$ cat src/rtl/dbf_pkg.sv
package dbf_pkg;

    typedef enum logic [1:0] {
        ACC_BYTE = 2'd0,
        ACC_HALF = 2'd1,
        ACC_WORD = 2'd2,
        ACC_WIDE = 2'd3
    } acc_size_e;

    // bytes moved by one bus access of the given size code
    function automatic logic [2:0] acc_bytes(input logic [1:0] sz);
        case (acc_size_e'(sz))
            ACC_BYTE: acc_bytes = 3'd1;
            ACC_HALF: acc_bytes = 3'd2;
            default:  acc_bytes = 3'd4;
        endcase
    endfunction

endpackage

$ cat src/rtl/dbf_ctrl.sv
module dbf_ctrl
    import dbf_pkg::*;
#(
    parameter int DEPTH = 32,
    parameter int AW    = $clog2(DEPTH),
    parameter int LW    = AW + 1
) (
    input  logic          clk,
    input  logic          rst_n,
    input  logic          clear_i,
    input  logic          rx_mode_i,
    input  logic          busy_i,
    input  logic          bus_req_i,
    input  logic          bus_we_i,
    input  logic [1:0]    bus_size_i,
    input  logic          ser_push_i,
    input  logic          ser_pop_i,
    output logic          stall_o,
    output logic [2:0]    put_cnt_o,
    output logic [2:0]    bus_take_o,
    output logic [AW-1:0] wptr_o,
    output logic [AW-1:0] rptr_o,
    output logic [LW-1:0] level_o
);

    localparam logic [LW-1:0] FULL = LW'(DEPTH);

    typedef struct packed {
        logic [AW-1:0] wptr;
        logic [AW-1:0] rptr;
        logic [LW-1:0] level;
    } ctrl_t;

    ctrl_t st_d, st_q;

    logic [LW-1:0] nreq, room, bus_put, bus_take, push_n, pop_n;
    logic          dir_ok, short_q, accept, ser_put, ser_take;

    always_comb begin
        nreq     = LW'(acc_bytes(bus_size_i));
        room     = FULL - st_q.level;
        dir_ok   = bus_we_i ? !rx_mode_i : rx_mode_i;
        short_q  = bus_we_i ? (room < nreq) : ((st_q.level < nreq) && busy_i);
        stall_o  = bus_req_i && dir_ok && short_q;
        accept   = bus_req_i && dir_ok && !short_q;
        bus_put  = (accept && bus_we_i) ? nreq : '0;
        bus_take = (accept && !bus_we_i)
                 ? ((st_q.level < nreq) ? st_q.level : nreq) : '0;
        ser_put  = rx_mode_i && ser_push_i && (st_q.level != FULL);
        ser_take = !rx_mode_i && ser_pop_i && (st_q.level != '0);
        push_n   = rx_mode_i ? LW'(ser_put) : bus_put;
        pop_n    = rx_mode_i ? bus_take : LW'(ser_take);

        st_d       = st_q;
        st_d.wptr  = st_q.wptr + AW'(push_n);
        st_d.rptr  = st_q.rptr + AW'(pop_n);
        st_d.level = st_q.level + push_n - pop_n;
        if (clear_i) begin
            st_d = '0;
        end

        put_cnt_o  = push_n[2:0];
        bus_take_o = bus_take[2:0];
        wptr_o     = st_q.wptr;
        rptr_o     = st_q.rptr;
        level_o    = st_q.level;
    end

    always_ff @(posedge clk or negedge rst_n) begin
        if (!rst_n) begin
            st_q <= '0;
        end else begin
            st_q <= st_d;
        end
    end

endmodule

$ cat src/rtl/dbf_store.sv
module dbf_store #(
    parameter int DEPTH = 32,
    parameter int AW    = $clog2(DEPTH),
    parameter int LANES = 4
) (
    input  logic                 clk,
    input  logic                 rst_n,
    input  logic [AW-1:0]        wptr_i,
    input  logic [2:0]           put_cnt_i,
    input  logic [8*LANES-1:0]   wdata_i,
    input  logic [AW-1:0]        rptr_i,
    output logic [8*LANES-1:0]   head_o
);

    logic [7:0] mem_q [DEPTH];

    always_ff @(posedge clk or negedge rst_n) begin
        if (!rst_n) begin
            for (int i = 0; i < DEPTH; i++) begin
                mem_q[i] <= '0;
            end
        end else begin
            for (int k = 0; k < LANES; k++) begin
                if (3'(k) < put_cnt_i) begin
                    mem_q[AW'(wptr_i + AW'(k))] <= wdata_i[8*k +: 8];
                end
            end
        end
    end

    for (genvar g = 0; g < LANES; g++) begin : g_head
        assign head_o[8*g +: 8] = mem_q[AW'(rptr_i + AW'(g))];
    end

endmodule

$ cat src/rtl/dbf_thresh.sv
module dbf_thresh #(
    parameter int DEPTH = 32,
    parameter int LW    = $clog2(DEPTH) + 1,
    parameter int TW    = $clog2(DEPTH)
) (
    input  logic          rx_mode_i,
    input  logic [LW-1:0] level_i,
    input  logic [TW-1:0] thresh_i,
    output logic          flag_o
);

    logic [LW-1:0] room, limit;

    always_comb begin
        room   = LW'(DEPTH) - level_i;
        limit  = LW'(thresh_i) + LW'(1);
        flag_o = rx_mode_i ? (level_i >= limit) : (room >= limit);
    end

endmodule

$ cat src/rtl/dualdir_byte_fifo.sv
module dualdir_byte_fifo #(
    parameter int DEPTH = 32,
    parameter int AW    = $clog2(DEPTH),
    parameter int LW    = AW + 1,
    parameter int TW    = AW
) (
    input  logic          clk,
    input  logic          rst_n,
    input  logic          clear_i,
    input  logic          rx_mode_i,
    input  logic          busy_i,
    input  logic [TW-1:0] thresh_i,
    input  logic          bus_req_i,
    input  logic          bus_we_i,
    input  logic [1:0]    bus_size_i,
    input  logic [31:0]   bus_wdata_i,
    output logic [31:0]   bus_rdata_o,
    output logic          bus_stall_o,
    input  logic          ser_push_i,
    input  logic [7:0]    ser_din_i,
    input  logic          ser_pop_i,
    output logic [7:0]    ser_dout_o,
    output logic [LW-1:0] level_o,
    output logic          thresh_flag_o
);

    logic [2:0]    put_cnt, bus_take;
    logic [AW-1:0] wptr, rptr;
    logic [31:0]   wdata, head;

    assign wdata = rx_mode_i ? {24'b0, ser_din_i} : bus_wdata_i;

    dbf_ctrl #(.DEPTH(DEPTH), .AW(AW), .LW(LW)) u_ctrl (
        .clk        (clk),
        .rst_n      (rst_n),
        .clear_i    (clear_i),
        .rx_mode_i  (rx_mode_i),
        .busy_i     (busy_i),
        .bus_req_i  (bus_req_i),
        .bus_we_i   (bus_we_i),
        .bus_size_i (bus_size_i),
        .ser_push_i (ser_push_i),
        .ser_pop_i  (ser_pop_i),
        .stall_o    (bus_stall_o),
        .put_cnt_o  (put_cnt),
        .bus_take_o (bus_take),
        .wptr_o     (wptr),
        .rptr_o     (rptr),
        .level_o    (level_o)
    );

    dbf_store #(.DEPTH(DEPTH), .AW(AW), .LANES(4)) u_store (
        .clk       (clk),
        .rst_n     (rst_n),
        .wptr_i    (wptr),
        .put_cnt_i (put_cnt),
        .wdata_i   (wdata),
        .rptr_i    (rptr),
        .head_o    (head)
    );

    dbf_thresh #(.DEPTH(DEPTH), .LW(LW), .TW(TW)) u_thresh (
        .rx_mode_i (rx_mode_i),
        .level_i   (level_o),
        .thresh_i  (thresh_i),
        .flag_o    (thresh_flag_o)
    );

    for (genvar g = 0; g < 4; g++) begin : g_rlane
        assign bus_rdata_o[8*g +: 8] = (3'(g) < bus_take) ? head[8*g +: 8] : 8'h00;
    end

    assign ser_dout_o = head[7:0];

endmodule

$ cat config.mk
export PLATFORM = sky130hd
export DESIGN_NAME = dualdir_byte_fifo
export DESIGN_NICKNAME = d
export VERILOG_FILES = /design/src/rtl/dbf_pkg.sv /design/src/rtl/dbf_ctrl.sv /design/src/rtl/dbf_store.sv /design/src/rtl/dbf_thresh.sv /design/src/rtl/dualdir_byte_fifo.sv
export SDC_FILE = /design/constraint.sdc
export NUM_CORES = 2
export LEC_CHECK = 0
export BUFFER_PORTS_ARGS = -buffer_cell sky130_fd_sc_hd__buf_2
export CAP_MARGIN = 20
export CORE_MARGIN = 3
export CORE_UTILIZATION = 35
export CTS_CLUSTER_SIZE = 24
export DETAILED_ROUTE_END_ITERATION = 12
export GPL_TIMING_DRIVEN = 1
export PLACE_DENSITY_LB_ADDON = 0.05
export SKIP_CTS_REPAIR_TIMING = 1
export SLEW_MARGIN = 20
export SYNTH_ARGS = -nofsm -noshare
export SYNTH_HDL_FRONTEND = slang
export SYNTH_SLANG_ARGS = --single-unit
$ cat constraint.sdc
create_clock -name clk -period 5.3 [get_ports clk]
set_input_delay 0.53 -clock clk [delete_from_list [all_inputs] [get_ports clk]]
set_output_delay 0.53 -clock clk [all_outputs]
set_load 0.01 [all_outputs]
==> qor.txt <==
Area leader, netlist: mux4_2
Synth top area cells: mux4_2, dfrtp_1, mux2i_1
Vias per cell: 7.59
Slew headroom: 0.112
Placed wire-length estimate: 131 mm
Ports: 104
Fmax achieved: 204 MHz
Power density cells: 373 mW/mm2
Sequential share of power: 0.261
Tcrit/Tclk final: 0.926
Final setup TNS: 0 ns
Worst hold slack: -0.0433 ns
Antenna Violating Nets Remaining: 0
CTS sink cnt: 272
Final worst slack: 0.391 ns
CP required: 4.77 ns
Filler cells: 7557
Comb power frac: 0.502
CTS tree: done
CP Launch Type: flip-flop
Clk buf depth: 3
DR WL/cell: 46.0 um
MaxCap Viol Count: 0
Syn Area/Cell: 10.4 um2
Crit path kind: flip-flop to output pin
Initial antenna violation count: 7
Final setup fails: 0
Core area: 0.0765 mm2
Violated checks: hold timing
Port Buffers: 103
Status: finished with violations
RSZ-0062 raised after global routing: false
Flop and latch count out of synthesis: 272
Width of the die: 285 um
VDD IR max: 0.547 mV
Fin nets: 2803
Hold Crit Class: input port to async pin
Pre-antenna DRT Iters: 8
Endpoint class of the critical path: output pin
GR Util All Layers: 0.416
Leak Pwr: 11.1 nW
Post-Route WL: 173 mm
Yosys top cell area share: 0.265
Drt drc: 0
P&R area growth vs syn: 13.9%
Layout cells sized above 1: 0.292
Switching Fraction: 0.433
Post-synth EDFFs: 0
Post-Syn Area: 0.0272 mm2
Mapped Cells: 2620
Clock share of power: 0.236
Final hold viol count: 3
DRC marker count from the first detailed-route iteration: 4774
Clock slew seen by the registers of the worst setup and hold paths: 0.06 ns
Total Power Consumption: 11.6 mW
Tmin final: 4.91 ns
Critical Path Fanout Max: 35
Critical Path AT: 4.38 ns
Clock skew: 0.0159 ns
Synth cell count leaders: mux4_2, dfrtp_1, nand2_1
Global-route wire length before repair: 234 mm
Main synth FF type: dfrtp_1
Psw: 5.01 mW
Max-slew violations: 0
Largest net degree at the start of global routing: 105
Initial Utilization: 0.355
Root Buffer: clkbuf_16
Via count: 28500
Die height: 285 um
Yosys cell types: 89
Die area: 0.0810 mm2
Sequential share of the synthesized area: 0.251
CTS Buf Count: 39
Pin slew with the least headroom to its limit: 1.29 ns
Placer Congestion: 1.04
N_diodes: 0
H-tree lvl count: 2
Clock latency on the worst-skew pair: 0.57 ns
Yosys Warn Count: 0
Row cnt: 101
GR Overflow Total: 0
Setup WS pre-CTS: 0.777 ns
Internal Power: 6.55 mW
Number of global-route vias before repair: 27100
Fraction of registers with async set/reset: 1.00
Most frequent cell after synthesis: mux4_2
worst max-delay path, stage by stage (launching register included):
cell and delay [ns]:
dfrtp_4 0.50, inv_1 0.40, ha_4 0.62, mux4_2 0.61, mux4_2 0.59, mux2i_1 0.68, nor2_1 0.11, buf_2 0.18
routing by layer:
metal  share of wire  GRT usage  vias up
met5         0.00039          0        -
met4           0.062      0.209       10
met3            0.13      0.151      445
met2            0.42      0.602     2371
met1            0.39      0.547    14800
li1                -          -    10900
cell families after synthesis:
family                     count (synthesis)  synth area share
AOI/OAI and AO/OA                        857             0.230
xor gates and xnor gates                  36            0.0116
adders and majority gates                 42            0.0202
buffers and inverters                    275            0.0418
DFF                                      272             0.251
muxes                                    512             0.337
other                                      2          0.000276
and+or+nand+nor                          624             0.109
path summary, 6_finish.rpt:
check                                       startpoint                      endpoint  slack [ns]  depth (start not counted)
setup / recovery            u_ctrl.rptr_o[1]$_DFF_PN0_                bus_rdata_o[8]        0.39                          7
hold / removal                                   rst_n    u_ctrl.rptr_o[0]$_DFF_PN0_       -0.04                          1
setup reg to reg           u_ctrl.level_o[1]$_DFF_PN0_   u_store.mem_q[82]$_DFF_PN0_        0.60                         11
hold reg to reg             u_ctrl.rptr_o[4]$_DFF_PN0_    u_ctrl.rptr_o[4]$_DFF_PN0_        0.57                          2
max in group asynchronous                        rst_n  u_store.mem_q[191]$_DFF_PN0_        3.93                          2
min in group clk                               clear_i    u_ctrl.wptr_o[2]$_DFF_PN0_        0.38                          2
final cells by class:
cell class                      instances  area [um2]  share of cell area
Clock buffer                           56        1140              0.0368
Clock inverter                          8         119             0.00384
Inverter                               24        90.1             0.00291
Multi-Input combinational cell       2074       19400               0.628
Sequential cell                       272        6820               0.220
Tap cell                             1030        1290              0.0416
Timing Repair Buffer                  294        2050              0.0662
through the flow:
stage | hold slack, ns | cell area, um2 | utilization | instances
after floorplan | 0.234 | 27200 | - | 2621
after global placement | 0.529 | 29600 | 0.388 | 3690
after detailed placement | 0.564 | 29700 | 0.388 | 3692
after CTS | 0.0297 | 30900 | 0.404 | 3756
after global routing | 0.0241 | 30900 | 0.405 | 3758
final | -0.0433 | 30900 | 0.405 | 3758
sequential cells by signal, indices dropped and copies added (netlist names):
| signal | flops |
|---|---|
| u_ctrl.level_o | 6 |
| u_store.mem_q | 256 |
| u_ctrl.wptr_o | 5 |
| u_ctrl.rptr_o | 5 |
cell usage in the layout (no fill, tap or decap), drive strengths merged, types with 26 or more instances in the layout:
| master | synthesis | routed |
|---|---|---|
| a211oi | 43 | 43 |
| a21o | 26 | 26 |
| a21oi | 156 | 156 |
| a221oi | 88 | 88 |
| a31oi | 46 | 46 |
| buf | 89 | 294 |
| clkbuf | 162 | 56 |
| dfrtp | 272 | 272 |
| ha | 39 | 39 |
| mux2i | 168 | 168 |
| mux4 | 320 | 320 |
| nand2 | 228 | 228 |
| nand2b | 31 | 31 |
| nand3 | 81 | 81 |
| nor2 | 147 | 147 |
| nor2b | 40 | 40 |
| nor3 | 32 | 32 |
| o211ai | 46 | 46 |
| o21ai | 102 | 102 |
| o221ai | 67 | 67 |
| o22ai | 166 | 166 |
power by group through the flow:
stage                     Sequential (mW)  Clock (mW)  Combinational [mW]
after floorplan                      2.75           0                3.83
after global placement               2.99           0                5.67
after detailed placement             3.02           0                5.69
after CTS                            2.98        2.75                5.71
after global routing                 3.05        2.81                6.04
final                                3.02        2.73                5.81
Note: power is estimated with default switching activity, not from simulation.
